[src/rtl/lo_pkg.sv]
package lo_pkg;

    typedef enum logic [3:0] {
        S_IDLE,
        S_ENTRY,
        S_HEAD,
        S_LD_REQ,
        S_LD_RSP,
        S_ST_REQ,
        S_ST_RSP,
        S_EXIT,
        S_HAND
    } ctl_state_e;

    typedef enum logic [1:0] {
        IDX_HOLD,
        IDX_INIT,
        IDX_STEP,
        IDX_HOST
    } idx_sel_e;

    localparam int NUM_BB = 4;
    localparam int BBW    = $clog2(NUM_BB);

    localparam logic [BBW-1:0] BB_ENTRY = 2'd0;
    localparam logic [BBW-1:0] BB_HEAD  = 2'd1;
    localparam logic [BBW-1:0] BB_BODY  = 2'd2;
    localparam logic [BBW-1:0] BB_EXIT  = 2'd3;

    localparam int RAW = 3;
    localparam logic [RAW-1:0] RA_SRC  = 3'd0;
    localparam logic [RAW-1:0] RA_DST  = 3'd1;
    localparam logic [RAW-1:0] RA_CNT  = 3'd2;
    localparam logic [RAW-1:0] RA_CTRL = 3'd3;
    localparam logic [RAW-1:0] RA_INIT = 3'd4;
    localparam logic [RAW-1:0] RA_STEP = 3'd5;
    localparam logic [RAW-1:0] RA_MASK = 3'd6;
    localparam logic [RAW-1:0] RA_IDX  = 3'd7;

endpackage

[src/rtl/lo_regs.sv]
module lo_regs
    import lo_pkg::*;
#(
    parameter int AW = 16
) (
    input  logic                 clk,
    input  logic                 rst_n,
    input  logic                 wr_en,
    input  logic [RAW-1:0]       addr,
    input  logic [AW-1:0]        wdata,
    output logic [AW-1:0]        rdata,
    input  logic [AW-1:0]        idx,
    input  logic                 done,
    input  logic                 handoff,
    input  logic [BBW-1:0]       blk,
    output logic [AW-1:0]        src,
    output logic [AW-1:0]        dst,
    output logic [AW-1:0]        cnt,
    output logic [AW-1:0]        init,
    output logic [AW-1:0]        step,
    output logic [NUM_BB-1:0]    mask,
    output logic                 start,
    output logic                 resume,
    output logic [BBW-1:0]       resume_tgt,
    output logic                 idx_we,
    output logic [AW-1:0]        idx_wval
);

    typedef struct packed {
        logic [AW-1:0]     src;
        logic [AW-1:0]     dst;
        logic [AW-1:0]     cnt;
        logic [AW-1:0]     init;
        logic [AW-1:0]     step;
        logic [NUM_BB-1:0] mask;
    } regs_t;

    regs_t q, d;
    logic  ctrl_wr;

    always_comb begin
        d = q;
        if (wr_en) begin
            case (addr)
                RA_SRC:  d.src  = wdata;
                RA_DST:  d.dst  = wdata;
                RA_CNT:  d.cnt  = wdata;
                RA_INIT: d.init = wdata;
                RA_STEP: d.step = wdata;
                RA_MASK: d.mask = wdata[NUM_BB-1:0];
                default: ;
            endcase
        end
    end

    always_ff @(posedge clk) begin
        if (!rst_n) begin
            q <= '{src: '0, dst: '0, cnt: '0, init: '0,
                   step: AW'(1), mask: '0};
        end else begin
            q <= d;
        end
    end

    assign ctrl_wr    = wr_en && (addr == RA_CTRL);
    assign start      = ctrl_wr && wdata[0];
    assign resume     = ctrl_wr && wdata[1];
    assign resume_tgt = wdata[BBW+1:2];
    assign idx_we     = wr_en && (addr == RA_IDX);
    assign idx_wval   = wdata;

    assign src  = q.src;
    assign dst  = q.dst;
    assign cnt  = q.cnt;
    assign init = q.init;
    assign step = q.step;
    assign mask = q.mask;

    always_comb begin
        rdata = '0;
        case (addr)
            RA_SRC:  rdata = q.src;
            RA_DST:  rdata = q.dst;
            RA_CNT:  rdata = q.cnt;
            RA_CTRL: begin
                rdata[0]       = done;
                rdata[1]       = handoff;
                rdata[BBW+1:2] = blk;
            end
            RA_INIT: rdata = q.init;
            RA_STEP: rdata = q.step;
            RA_MASK: rdata[NUM_BB-1:0] = q.mask;
            default: rdata = idx;
        endcase
    end

endmodule

[src/rtl/lo_datapath.sv]
module lo_datapath
    import lo_pkg::*;
#(
    parameter int AW = 16,
    parameter int DW = 32
) (
    input  logic          clk,
    input  logic          rst_n,
    input  idx_sel_e      idx_sel,
    input  logic [AW-1:0] init,
    input  logic [AW-1:0] step,
    input  logic [AW-1:0] host_idx,
    input  logic [AW-1:0] cnt,
    input  logic [AW-1:0] src,
    input  logic [AW-1:0] dst,
    input  logic          is_store,
    input  logic          ld_cap,
    input  logic [DW-1:0] rsp_data,
    output logic [AW-1:0] idx,
    output logic          lt,
    output logic [AW-1:0] addr,
    output logic [DW-1:0] wdata
);

    typedef struct packed {
        logic [AW-1:0] idx;
        logic [DW-1:0] ld;
    } dp_t;

    dp_t q, d;
    logic [AW-1:0] idx_inc;

    assign idx_inc = q.idx + step;

    always_comb begin
        d = q;
        case (idx_sel)
            IDX_INIT: d.idx = init;
            IDX_STEP: d.idx = idx_inc;
            IDX_HOST: d.idx = host_idx;
            default:  d.idx = q.idx;
        endcase
        if (ld_cap) begin
            d.ld = rsp_data;
        end
    end

    always_ff @(posedge clk) begin
        if (!rst_n) begin
            q <= '{idx: '0, ld: '0};
        end else begin
            q <= d;
        end
    end

    assign idx   = q.idx;
    assign lt    = q.idx < cnt;
    assign addr  = is_store ? (dst + q.idx) : (src + q.idx);
    assign wdata = q.ld;

endmodule

[src/rtl/lo_ctrl.sv]
module lo_ctrl
    import lo_pkg::*;
(
    input  logic              clk,
    input  logic              rst_n,
    input  logic              start,
    input  logic              resume,
    input  logic [BBW-1:0]    resume_tgt,
    input  logic              host_idx_we,
    input  logic [NUM_BB-1:0] mask,
    input  logic              lt,
    input  logic              req_ready,
    input  logic              rsp_valid,
    output idx_sel_e          idx_sel,
    output logic              req_valid,
    output logic              is_store,
    output logic              ld_cap,
    output logic              done,
    output logic              handoff,
    output logic [BBW-1:0]    blk
);

    typedef struct packed {
        ctl_state_e     state;
        logic           done;
        logic           handoff;
        logic [BBW-1:0] blk;
    } ctl_t;

    ctl_t q, d;
    logic           go;
    logic [BBW-1:0] tgt;

    function automatic ctl_state_e block_state(input logic [BBW-1:0] b);
        case (b)
            BB_ENTRY: return S_ENTRY;
            BB_HEAD:  return S_HEAD;
            BB_BODY:  return S_LD_REQ;
            default:  return S_EXIT;
        endcase
    endfunction

    always_comb begin
        d         = q;
        go        = 1'b0;
        tgt       = BB_ENTRY;
        idx_sel   = IDX_HOLD;
        req_valid = 1'b0;
        is_store  = 1'b0;
        ld_cap    = 1'b0;

        case (q.state)
            S_IDLE: begin
                if (start) begin
                    d.done = 1'b0;
                    go     = 1'b1;
                    tgt    = BB_ENTRY;
                end
            end
            S_ENTRY: begin
                idx_sel = IDX_INIT;
                go      = 1'b1;
                tgt     = BB_HEAD;
            end
            S_HEAD: begin
                go  = 1'b1;
                tgt = lt ? BB_BODY : BB_EXIT;
            end
            S_LD_REQ: begin
                req_valid = 1'b1;
                if (req_ready) begin
                    d.state = S_LD_RSP;
                end
            end
            S_LD_RSP: begin
                if (rsp_valid) begin
                    ld_cap  = 1'b1;
                    d.state = S_ST_REQ;
                end
            end
            S_ST_REQ: begin
                req_valid = 1'b1;
                is_store  = 1'b1;
                if (req_ready) begin
                    d.state = S_ST_RSP;
                end
            end
            S_ST_RSP: begin
                is_store = 1'b1;
                if (rsp_valid) begin
                    idx_sel = IDX_STEP;
                    go      = 1'b1;
                    tgt     = BB_HEAD;
                end
            end
            S_EXIT: begin
                d.done  = 1'b1;
                d.state = S_IDLE;
            end
            S_HAND: begin
                if (host_idx_we) begin
                    idx_sel = IDX_HOST;
                end
                if (resume) begin
                    d.handoff = 1'b0;
                    go        = 1'b1;
                    tgt       = resume_tgt;
                end
            end
            default: d.state = S_IDLE;
        endcase

        if (go) begin
            if (mask[tgt]) begin
                d.state   = S_HAND;
                d.handoff = 1'b1;
                d.blk     = tgt;
            end else begin
                d.state = block_state(tgt);
            end
        end
    end

    always_ff @(posedge clk) begin
        if (!rst_n) begin
            q <= '{state: S_IDLE, done: 1'b0, handoff: 1'b0, blk: '0};
        end else begin
            q <= d;
        end
    end

    assign done    = q.done;
    assign handoff = q.handoff;
    assign blk     = q.blk;

endmodule

[src/rtl/loop_offload_core.sv]
module loop_offload_core
    import lo_pkg::*;
#(
    parameter int AW = 16,
    parameter int DW = 32
) (
    input  logic           clk,
    input  logic           rst_n,
    input  logic           reg_wr_en,
    input  logic [RAW-1:0] reg_addr,
    input  logic [AW-1:0]  reg_wdata,
    output logic [AW-1:0]  reg_rdata,
    output logic           mem_req_valid,
    input  logic           mem_req_ready,
    output logic           mem_req_write,
    output logic [AW-1:0]  mem_req_addr,
    output logic [DW-1:0]  mem_req_wdata,
    input  logic           mem_rsp_valid,
    input  logic [DW-1:0]  mem_rsp_data,
    output logic           done,
    output logic           handoff
);

    logic [AW-1:0]     src, dst, cnt, init, step, idx, idx_wval;
    logic [NUM_BB-1:0] mask;
    logic              start, resume, idx_we, lt, ld_cap;
    logic [BBW-1:0]    resume_tgt, blk;
    idx_sel_e          idx_sel;

    lo_regs #(.AW(AW)) u_regs (
        .clk        (clk),
        .rst_n      (rst_n),
        .wr_en      (reg_wr_en),
        .addr       (reg_addr),
        .wdata      (reg_wdata),
        .rdata      (reg_rdata),
        .idx        (idx),
        .done       (done),
        .handoff    (handoff),
        .blk        (blk),
        .src        (src),
        .dst        (dst),
        .cnt        (cnt),
        .init       (init),
        .step       (step),
        .mask       (mask),
        .start      (start),
        .resume     (resume),
        .resume_tgt (resume_tgt),
        .idx_we     (idx_we),
        .idx_wval   (idx_wval)
    );

    lo_ctrl u_ctrl (
        .clk         (clk),
        .rst_n       (rst_n),
        .start       (start),
        .resume      (resume),
        .resume_tgt  (resume_tgt),
        .host_idx_we (idx_we),
        .mask        (mask),
        .lt          (lt),
        .req_ready   (mem_req_ready),
        .rsp_valid   (mem_rsp_valid),
        .idx_sel     (idx_sel),
        .req_valid   (mem_req_valid),
        .is_store    (mem_req_write),
        .ld_cap      (ld_cap),
        .done        (done),
        .handoff     (handoff),
        .blk         (blk)
    );

    lo_datapath #(.AW(AW), .DW(DW)) u_dp (
        .clk      (clk),
        .rst_n    (rst_n),
        .idx_sel  (idx_sel),
        .init     (init),
        .step     (step),
        .host_idx (idx_wval),
        .cnt      (cnt),
        .src      (src),
        .dst      (dst),
        .is_store (mem_req_write),
        .ld_cap   (ld_cap),
        .rsp_data (mem_rsp_data),
        .idx      (idx),
        .lt       (lt),
        .addr     (mem_req_addr),
        .wdata    (mem_req_wdata)
    );

endmodule

[config.mk]
export PLATFORM = sky130hd
export DESIGN_NAME = loop_offload_core
export DESIGN_NICKNAME = d
export VERILOG_FILES = /design/src/rtl/lo_pkg.sv /design/src/rtl/lo_regs.sv /design/src/rtl/lo_datapath.sv /design/src/rtl/lo_ctrl.sv /design/src/rtl/loop_offload_core.sv
export SDC_FILE = /design/constraint.sdc
export NUM_CORES = 1
export LEC_CHECK = 0
export BUFFER_PORTS_ARGS = -buffer_cell sky130_fd_sc_hd__buf_2
export CAP_MARGIN = 20
export CORE_UTILIZATION = 54
export CTS_BUF_LIST = sky130_fd_sc_hd__clkbuf_2 sky130_fd_sc_hd__clkbuf_4 sky130_fd_sc_hd__clkbuf_8
export DETAILED_ROUTE_END_ITERATION = 10
export HOLD_SLACK_MARGIN = 0.1
export PLACE_DENSITY = 0.79
export SLEW_MARGIN = 20
export SYNTH_ARGS = -nofsm -noshare
export SYNTH_HDL_FRONTEND = slang
export SYNTH_SLANG_ARGS = --single-unit
[constraint.sdc]
create_clock -name clk -period 4.85 [get_ports clk]
set_clock_uncertainty 0.15 [all_clocks]
set_input_delay 0.97 -clock clk [delete_from_list [all_inputs] [get_ports clk]]
set_output_delay 0.97 -clock clk [all_outputs]
set_load 0.05 [all_outputs]
Word-level counts from Yosys, hierarchy flattened --
Index checks and enable logic that the tools add are counted.
Cells by class: add/sub/neg operators 3, $mul 0, divide/modulo/power cells 0, order comparisons 2, equal/unequal tests 25, shift-type cells 0, multiplexer cells 33, bitwise logic cells 0, reductions and logical operators 23
Operators by type and width (count):
- $pmux 12 s6 | 1
- $add 16x16->16 | 3
- $pmux 16 s3 | 1
- $pmux 4 s7 | 1
- $mux 4 | 5
- $eq 4x3->1 const B | 4
- $lt 16x16->1 | 1
- $mux 16 | 1
- $pmux 4 s4 | 1
- $reduce_and 2->1 | 8
- $eq 3x3->1 const B | 4
- $mux 1 | 12
- $ne 3x2->1 const B | 3
- $pmux 3 s3 | 1
- $eq 4x2->1 const B | 2
- $pmux 2 s4 | 1
- $reduce_or 2->1 | 4
- $eq 2x2->1 const B | 3
- $eq 3x2->1 const B | 2
- $mux 2 | 3
- $mux 3 | 2
- $pmux 2 s3 | 1
- $reduce_or 5->1 | 1
- $eq 2x1->1 const B | 2
- other kinds (16) | 19
Storage, ports and cells: flip-flop bits (word level) 140, bits in latches 0, bits in writable memories 0, bits in read-only memories 0, bits of input ports 56, output and inout port bits 68, memories 0

Longest topological paths before layout --
Gate-level depths: netlist of the first run.
word-level depth 9, depth in mapped cells 14, gate-level depth less buffers 13

Hierarchy --
Synthesis of the first run repeated with hierarchy kept, for this count alone.
Second synthesis, totals: cell total of the unflattened synthesis 1074, area total of the unflattened synthesis 9301.4 um^2
By module, submodules not included:
- lo_regs | times used 1, cells an instance 521, area each 4349.2 um^2
- lo_datapath | times used 1, cells an instance 448, area each 4087.7 um^2
- lo_ctrl | times used 1, cells an instance 105, area each 864.6 um^2

Worst setup path before layout of the first run --
No wires, ideal clock.
path kind reg-to-output, from register u_ctrl.q[6] (netlist bit), to output port mem_req_addr[15], arrival time 4218 ps, slack -488 ps, stages on the path, launching flop included 14, buffers on the path 2, cells stage by stage dfxtp_1 clkbuf_1 nor3b_2 buf_2 mux2_2 ha_1 nand2_1 o21a_1 a211o_1 nand4b_1 o311ai_0 o2111ai_1 a21oi_1 xnor2_1
On the way: longest elaborated chain between the ends 4, elaborated cells between the ends (all ways) 5, classes of those cells eq/ne: 2; mux: 2; reduce/logical: 1
Ends and longest elaborated chain:
- start: declaration | RTL line lo_ctrl.sv:30 | ctl_t q, d;
- start signal: assignment | RTL line lo_ctrl.sv:126 | q <= '{state: S_IDLE, done: 1'b0, handoff: 1'b0, blk: '0};
- $eq 4x3->1 | RTL line lo_ctrl.sv:52 | case (q.state)
- $reduce_or 2->1 (no line) (*)
- $mux 1 (*) | RTL line lo_ctrl.sv:52
- via mem_req_write | RTL line loop_offload_core.sv:15 | output logic mem_req_write,
- $mux 16 (*) | RTL line lo_datapath.sv:58 | assign addr = is_store ? (dst + q.idx) : (src + q.idx);
- end: declaration | RTL line loop_offload_core.sv:16 | output logic [AW-1:0] mem_req_addr,
Mark *: on every way through the listed nets, which the timed path passes. The rest lies on a longest branch.

Final worst setup path of the first run --
from register u_ctrl.q[4] (netlist bit), to output port mem_req_addr[14]
On the way: longest elaborated chain between the ends 4, elaborated cells between the ends (all ways) 5, classes of those cells eq/ne: 2; mux: 2; reduce/logical: 1
Ends and longest elaborated chain (RTL line):
- $eq 4x3->1 | lo_ctrl.sv:52
- $reduce_or 2->1 (no line) (*)
- $mux 1 (*) | lo_ctrl.sv:52
- $mux 16 (*) | lo_datapath.sv:58
Every way passes the cells marked *; elsewhere a longest branch is shown, timed or not.

==> results.txt, run 1 <==
The count of input and output buffers is 123. In the routed design, unresolved DRC markers number 0. TritonCTS built the clock tree.

The mux cell area share after synthesis is 0.0641. The checks that failed: setup timing. The dominant cell type by area after synthesis is sky130_fd_sc_hd__dfxtp_1. The I/O pin count is 124. For this design the ratio of total power to cell area is 438 nW/µm². The remaining antenna violation count is 0.

The starting density of the core is 0.554. The average cell area after synthesis is 7.64 µm². The number of H-tree levels is 4.

In the final design database the tool counted 1271 nets. The worst endpoint required time came out at 3.73 ns. The share of synthesized area occupied by flip-flops and latches came out at 0.347. The number of slew-limit violations in the final report is 0. The synthesized netlist cell count came out at 1058. Setup violations remaining at the end of the flow were counted as 1. Yosys mapped a number of flops with a built-in enable equal to 0. The number of max-cap violations is 0. Setup slack on the worst reg-to-reg path comes out at 1.71 ns. The floorplan die width is 124 µm. The final worst setup slack came out at -0.0547 ns.

The total inserted antenna cells is 0. The total length of routed wires came out at 25200 µm. The number of buffers added by the clock tree synthesis step is 17.

The overall via count from detail_route is 8232. The routability-driven placement congestion ratio came out at 0.982. The area of the mapped netlist is 8080 µm². The tree is rooted in a sky130_fd_sc_hd__clkbuf_8.

The filler cell count in the final layout came out at 1249. After detailed routing, the average wire length per cell comes to 18.5 µm. Of the available clock period, the critical path in the final layout requires 1.01.

The wire length of the first global-routing pass came out at 39500 µm. STA classifies the critical path startpoint as a flip-flop. The total count of hold-check failures in the final report came out at 0. The complex-gate fraction of the synthesized area was 0.224. The site row count is 44. The area occupied by multi-input gates came out at 5110 µm². The main flop type after synthesis is sky130_fd_sc_hd__dfxtp_1. The fmax came out at 204 MHz. The maximum fanout along the worst path came out at 3. The number of hold buffers added after CTS was 0. Data on the critical path arrives at its endpoint at 3.78 ns. Clock latency on the worst-skew pair, taken at its later pin, is 0.48 ns. The area growth from synthesis to final layout is 18.0%. The static leakage is 3.99 nW. The number of search-and-repair iterations in the first detailed-routing pass came out at 5. Setup repair after global routing could not meet its margin everywhere. Timing analysis after detailed placement gives a worst setup slack of -0.0174 ns. In this run the deepest clock path goes through 2 buffers. The cell area after layout is 9540 µm².

Of the total synthesized cell area, the portion taken by AND, OR, NAND and NOR gates is 0.217. Total power for the finished layout comes to 0.00418 W. The worst min-delay path startpoint is u_dp.wdata[27]. The min-delay analysis places its worst path in the category flip-flop to flip-flop.

The global route total overflow is 0. Entering global routing, the biggest net connects 84 pins. The number of synthesized register bits is 140. The number of synthesis warnings came out at 0. The path type of the worst setup path is flip-flop to output port. The launch point of the critical path is u_ctrl.q[4].

The startpoint identified for the worst register-to-register timing path is u_dp.idx[0]. Of the total synthesized cell area, the portion taken by full adders, half adders and majority gates is 0.0746. The post-detailed-placement half-perimeter wirelength is 16700 µm. Of the post-synthesis cell area, the dominant cell type holds 0.347. STA classifies the critical path endpoint as an output port. The area of the core region is 14600 µm². The number of antenna violations at the first check in global routing was 0. After synthesis, the largest family of logic cells by area is compound AO/OA/AOI/OAI gates. The maximum resistive drop on vdd is 0.355 mV. The count of cell types in the netlist came out at 65. Measured against its own limit, the worst slew margin works out to 0.318. The post-synthesis share of cell area spent on xor and xnor gates is 0.0293. For this run, the total global-route usage over all layers was measured as 0.320. Of the cells placed in the final design, the portion with a size suffix greater than 1 is 0.224. The number of global-route vias before repair is 7631. The height of the die is 124 µm. The register cell area after layout is 2810 µm². The transition time of the tightest slew-check pin is 1.02 ns.

The post-route worst hold slack came out at 0.303 ns. For this block, the initial DRC count from the detailed router was 804. The flow ran to the end, but the final reports show violations. Sorting the synthesized cells by area gives the leading types as sky130_fd_sc_hd__dfxtp_1 35%, sky130_fd_sc_hd__nand2_1 12%, sky130_fd_sc_hd__a21oi_1 10%. The floorplan step defined a die boundary enclosing 15500 µm². The final critical delay including setup and external delays is 4.90 ns.

Counting every net in the synthesized netlist gives 1161. Counting flops with an async set or reset pin after synthesis yields a share of 0. The clock-pin slew of the registers on the worst-case setup and hold paths is 0.09 ns. Counting every sink on the clock net gives 140. The mean number of vias per cell is 6.03. After detailed placement, the total cell area comes to 8820 µm².
## metal layers
layer  part of all wire  global-route usage  up-vias
met4              0.038               0.139        0
met5                  0                   0        -
li1                   -                   -     3915
met3              0.096              0.0799       85
met1               0.42               0.428     3793
met2               0.45               0.490      439
## logic make-up after synthesis
| logic type | after synthesis |
|---|---|
| DFF | 140 |
| xor gates and xnor gates | 27 |
| adders and majority gates | 47 |
| buffers and inverters | 93 |
| muxes | 45 |
| AOI/OAI and AO/OA | 298 |
| and+or+nand+nor | 408 |
## cells in the mapped netlist, types with 3 or more instances
cell type                  count
sky130_fd_sc_hd__nor2b_1       9
sky130_fd_sc_hd__ha_1         45
sky130_fd_sc_hd__a211oi_1      5
sky130_fd_sc_hd__xor2_1        6
sky130_fd_sc_hd__o31ai_1       4
sky130_fd_sc_hd__nand2_1     261
sky130_fd_sc_hd__nand3_1      17
sky130_fd_sc_hd__o21bai_1      7
sky130_fd_sc_hd__clkbuf_1     57
sky130_fd_sc_hd__nor3_1       14
sky130_fd_sc_hd__o21ai_0      25
sky130_fd_sc_hd__dfxtp_1     140
sky130_fd_sc_hd__mux2i_1       9
sky130_fd_sc_hd__a31oi_1      12
sky130_fd_sc_hd__a21oi_1     163
sky130_fd_sc_hd__and3_1        5
sky130_fd_sc_hd__nand4b_1      3
sky130_fd_sc_hd__inv_1        26
sky130_fd_sc_hd__a21o_1       16
sky130_fd_sc_hd__nand2b_1      6
sky130_fd_sc_hd__buf_1         3
sky130_fd_sc_hd__a22oi_1      16
sky130_fd_sc_hd__a221oi_1     15
sky130_fd_sc_hd__mux2_2       34
sky130_fd_sc_hd__nor2_1       68
sky130_fd_sc_hd__buf_2         5
sky130_fd_sc_hd__o221ai_1      6
sky130_fd_sc_hd__and2_1        7
sky130_fd_sc_hd__xnor2_1      21
sky130_fd_sc_hd__o21a_1        4
sky130_fd_sc_hd__o211ai_1      4
## where the power goes
| group | internal [W] | leakage, nW | switching (W) | total (W) |
|---|---|---|---|---|
| clock network | 0.000425 | 0.195 | 0.000541 | 0.000966 |
| registers | 0.00126 | 1.13 | 0.000145 | 0.00140 |
| logic | 0.000633 | 2.66 | 0.00118 | 0.00181 |
## worst max-delay path, stage by stage, from the launching register on
cell and delay (ns):
sky130_fd_sc_hd__dfxtp_2 0.34, sky130_fd_sc_hd__xnor2_2 0.14, sky130_fd_sc_hd__nor3b_4 0.25, sky130_fd_sc_hd__mux2_4 0.34, sky130_fd_sc_hd__ha_4 0.17, sky130_fd_sc_hd__fa_2 0.35, sky130_fd_sc_hd__a21o_1 0.21, sky130_fd_sc_hd__a21oi_2 0.19
sky130_fd_sc_hd__o21bai_2 0.11, sky130_fd_sc_hd__a31oi_4 0.23, sky130_fd_sc_hd__o211ai_1 0.20, sky130_fd_sc_hd__a31o_2 0.29, sky130_fd_sc_hd__a21oi_2 0.18, sky130_fd_sc_hd__xnor2_2 0.13, sky130_fd_sc_hd__buf_6 0.18
## registers in the layout (all words and copies together) (netlist names)
register and count:
u_regs.mask 4, u_ctrl.handoff 1, u_ctrl.blk 2, u_ctrl.q 4, u_regs.src 16, u_dp.idx 16
u_regs.step 16, u_regs.init 16, u_regs.dst 16, u_regs.cnt 16, u_dp.wdata 32, u_ctrl.done 1
## final timing paths
check	cells past startpoint	to
hold / removal	2	u_dp.wdata[27]
setup / recovery	14	mem_req_addr[14]
setup reg to reg	10	u_dp.idx[14]
hold reg to reg	2	u_dp.wdata[27]
## cells in the final DEF (no fill, tap or decap), drive strengths merged, types with 6 or more instances in the layout
master,count
a21oi,165
o21bai,7
ha,45
and2,7
o221ai,6
nor2,68
o21ai,26
clkbuf,18
mux2,34
a21o,16
nand3,18
nand2,261
xor2,6
xnor2,21
a22oi,16
inv,34
buf,156
dfxtp,140
a221oi,16
a31oi,12
mux2i,9
nand2b,6
nor2b,9
nor3,15
## cell type report
cell class	instances	area share
Multi-Input combinational cell	825	0.536
Sequential cell	140	0.294
Timing Repair Buffer	157	0.0945
Clock buffer	17	0.0245
Tap cell	184	0.0241
Clock inverter	15	0.0164
Inverter	27	0.0108
## metrics by stage
stage | instances | setup TNS [ns] | util
floorplan | 1058 | 0 | -
global placement | 1315 | 0 | 0.605
detailed placement | 1315 | -0.0174 | 0.605
CTS | 1358 | 0 | 0.645
global route | 1365 | -0.184 | 0.654
finish | 1365 | -0.0547 | 0.654
## repair_timing
item                                    CTS  global route
endpoints found under the setup margin    6             5
gates resized for setup                  20            18
buffers inserted                         11             7
pin swaps                                10            17
No activity file was read; power rests on OpenSTA's default activity.
==> run 2, diff against run 1 <==
Settings changed: ABC_AREA from default to 1, CORE_UTILIZATION 54 to 53, CTS_BUF_LIST sky130_fd_sc_hd__clkbuf_2 sky130_fd_sc_hd__clkbuf_4 sky130_fd_sc_hd__clkbuf_8 to sky130_fd_sc_hd__clkbuf_8, PLACE_DENSITY 0.79 to 0.78.
==> run 2 against run 1 <==
Effect of this change:
- the flow now finishes without violations
- sequential power down 9%
- fmax grew 6.7%
- register-to-register slack got worse by 0.07 ns
- core utilization down 2.5 points
- critical path depth increased by 7
- global-route usage is 2.0 points lower
- sequential share of layout area is 2.2 points higher
- cell count is 1.5% higher
- critical path type unchanged
- highest routed layer unchanged
==> results.txt, run 2 <==
The worst register-to-register path begins at u_ctrl.q[5]. The post-route worst hold slack came out at 0.309 ns. The wire length of the first global-routing pass came out at 35400 µm. The depth of the most critical reg-to-reg path came out at 8. The nature of the critical path endpoint is an output port. The worst path arrival time came out at 3.48 ns. The maximum number of pins on one net before global-route repair is 64. The register with the most flip-flops in the layout has 32 of them. The power density over the cells came out at 330 nW/µm². The clock tree from TritonCTS is done. The final period utilization is 0.947. The library cells used most frequently in the layout, excluding fill and tap cells, are 197 x sky130_fd_sc_hd__nand2_1, 147 x sky130_fd_sc_hd__a21oi_1, 138 x sky130_fd_sc_hd__dfxtp_1. The worst setup path is launched from a flip-flop. The total inserted antenna cells is 0. The total length of routed wires is 22300 µm. The fraction of post-synthesis cell area in the top cell type by area came out at 0.361. The number of slew-limit violations in the final report was 0. The netlist uses 41 different library cells. The number of nets handed over by synthesis was 1204. For this run, the detailed router's first-pass iteration total came to 6.

For this run, the register share of the synthesized area comes to 0.361. Along the worst hold path, the cell count comes to 2. The I/O pin count came out at 124. The clock-pin slew of the registers on the worst-case setup and hold paths is 0.08 ns. In the final layout, the share of cells above drive strength 1 is 0.161. The number of antenna violations at the first check in global routing is 0. Timing would allow up to 218 MHz.

The final count of negative-setup-slack endpoints is 0. The quantity of hold-fixing buffers added after cts is 0. The path with the worst hold slack has its endpoint at u_dp.wdata[20]. The number of max-cap violations is 0. The remaining antenna violation count came out at 0. The Yosys step of the flow raised 0 warnings. The worst endpoint required time came out at 3.73 ns. The number of global-route vias before repair came to 7170. The worst flop-to-flop path endpoint is u_dp.wdata[8].

The die covers 15200 µm². In this run, synthesis inferred 0 flip-flops with an integrated enable. The final critical delay including setup and external delays is 4.60 ns. The overall via count from detail_route is 8017. The library cell used most frequently in the layout, excluding fill and tap cells, is sky130_fd_sc_hd__nand2_1. The worst slew margin relative to its limit came out at 0.293. The synthesized netlist cell count came out at 1101. The setup path with the least slack is of type flip-flop to output port. The number of synthesized register bits is 140. By area the synthesized netlist is led by sky130_fd_sc_hd__dfxtp_1 36%, sky130_fd_sc_hd__nand2_1 9.6%, sky130_fd_sc_hd__a21oi_1 9.5%.

The area of the core region came out at 14100 µm². The post-detailed-placement half-perimeter wirelength came out at 15900 µm. In the routed layout, each cell is associated on average with a via count of 5.78.

The register-to-register setup slack came out at 1.64 ns. Averaged over all synthesized cells, the footprint is 7.06 µm². The clock drives 140 sinks.

The root buffer cell chosen for the clock tree is sky130_fd_sc_hd__clkbuf_8. The maximum number of buffers from clock root to sink is 2. The starting density of the core is 0.551.

The DRC marker count from the first detailed-route iteration is 862. The largest total area in the synthesized netlist belongs to sky130_fd_sc_hd__dfxtp_1. The total power is 0.00292 W.

At the later pin of the worst-skew pair, clock insertion delay measures 0.47 ns. The total count of hold-check failures in the final report came to 0. The transition time of the tightest slew-check pin is 1.06 ns. The number of placed cells counting well taps came out at 1355. The analysis attributes to cell leakage a power of 3.93 nW. The worst min-delay path startpoint is u_dp.wdata[20]. The total number of nets in the final design is 1297. IR analysis of the VDD net gives a maximum drop of 0.220 mV. The area of the mapped netlist came out at 7770 µm². The area growth from synthesis to layout is 14.1%. The floorplan has 43 rows. The main flop type after synthesis is sky130_fd_sc_hd__dfxtp_1. The all-layer global routing usage is 0.301. The number of H-tree levels is 4. Among all cell types in the netlist, the one instantiated most often is sky130_fd_sc_hd__nand2_1. The number of remaining DRC errors came out at 0. The floorplan die width is 123 µm. The count of cells in the finished layout, fillers not included, comes to 1386. The number of buffers added by the clock tree synthesis step is 17. The count of input and output buffers is 123. Dividing the detail-routed wire length by the instance count gives 16.1 µm. The maximum fanout along the worst path came out at 28. In this run the worst hold path is classified as flip-flop to flip-flop.

The total overflow left after global routing is 0. The filler cell count in the final layout is 1311. Routability-driven placement finished with a final weighted congestion of 0.902. The commonest cells after synthesis are 198 x sky130_fd_sc_hd__nand2_1, 148 x sky130_fd_sc_hd__a21oi_1, 140 x sky130_fd_sc_hd__dfxtp_1.

The run finished with clean final reports. Measured along the y axis, the die boundary spans 123 µm. The total setup buffers inserted after CTS is 0. In the synthesized netlist the async set-or-reset flop fraction comes to 0.
-- run 2: area by class of cell --
class | count | area (µm²) | share of cell area
Clock inverter | 13 | 119 | 0.0134
Clock buffer | 18 | 248 | 0.0279
Timing Repair Buffer | 129 | 674 | 0.0760
Inverter | 105 | 394 | 0.0444
Tap cell | 180 | 225 | 0.0254
Multi-Input combinational cell | 801 | 4400 | 0.497
Sequential cell | 140 | 2810 | 0.316
-- run 2: power by group --
group	switching [W]	total (W)	internal [W]
clock	0.000481	0.000899	0.000418
combinational	0.000551	0.000748	0.000197
sequential	0.0000545	0.00128	0.00122
-- run 2: metrics by stage --
stage	util	instance area [µm²]	setup slack, ns	TNS (ns)
floorplan	-	7790	0.118	0
global placement	0.600	8450	0.493	0
detailed placement	0.600	8450	0.367	0
CTS	0.626	8830	0.0510	0
global route	0.629	8870	-0.0110	-0.0110
finish	0.629	8870	0.255	0
-- run 2: how the worst max path moves through the flow --
stage,start,endpoint,depth (start not counted)
CTS,u_ctrl.q[6],mem_req_addr[14],22
finish,u_ctrl.q[5],mem_req_addr[14],21
global placement,u_ctrl.q[6],mem_req_addr[14],22
floorplan,u_ctrl.q[6],mem_req_addr[14],19
global route,u_ctrl.q[6],mem_req_addr[14],22
detailed placement,u_ctrl.q[6],mem_req_addr[14],22
-- run 2: cell families after synthesis --
logic type,count (synthesis),share of synthesized area
adders and majority gates,47,0.0776
AOI/OAI and AO/OA,351,0.249
xor gates and xnor gates,18,0.0203
and+or+nand+nor,385,0.213
DFF,140,0.361
buffers and inverters,160,0.0795
-- run 2: per-layer routing --
| layer | vias to the layer above | track usage | routed length (µm) |
|---|---|---|---|
| li1 | 3942 | - | - |
| met2 | 344 | 0.464 | 9890 |
| met4 | 0 | 0.0941 | 339 |
| met1 | 3702 | 0.416 | 10200 |
| met5 | - | 0 | 0 |
| met3 | 29 | 0.0683 | 1860 |
-- run 2: worst max-delay path, stage by stage (launching register included) --
cell	delay, ns
sky130_fd_sc_hd__dfxtp_2	0.39
sky130_fd_sc_hd__inv_1	0.09
sky130_fd_sc_hd__nand3_2	0.13
sky130_fd_sc_hd__nand2_4	0.10
sky130_fd_sc_hd__buf_8	0.18
sky130_fd_sc_hd__nand2_1	0.06
sky130_fd_sc_hd__o21ai_0	0.08
sky130_fd_sc_hd__ha_1	0.21
sky130_fd_sc_hd__fa_1	0.41
sky130_fd_sc_hd__nand3_1	0.10
sky130_fd_sc_hd__nand2_1	0.11
sky130_fd_sc_hd__nand2_1	0.09
sky130_fd_sc_hd__nand2_1	0.09
sky130_fd_sc_hd__nand2_1	0.07
sky130_fd_sc_hd__nand2_1	0.06
sky130_fd_sc_hd__a21oi_2	0.14
sky130_fd_sc_hd__nand3b_1	0.12
sky130_fd_sc_hd__nand2_1	0.10
sky130_fd_sc_hd__nand2_1	0.07
sky130_fd_sc_hd__nand2_1	0.08
sky130_fd_sc_hd__xor2_2	0.14
sky130_fd_sc_hd__buf_6	0.17
-- run 2: repair_timing --
| item | in CTS | in global routing |
|---|---|---|
| endpoints found under the setup margin | 1 | 4 |
| pin swaps | 0 | 2 |
| resized for setup | 3 | 11 |
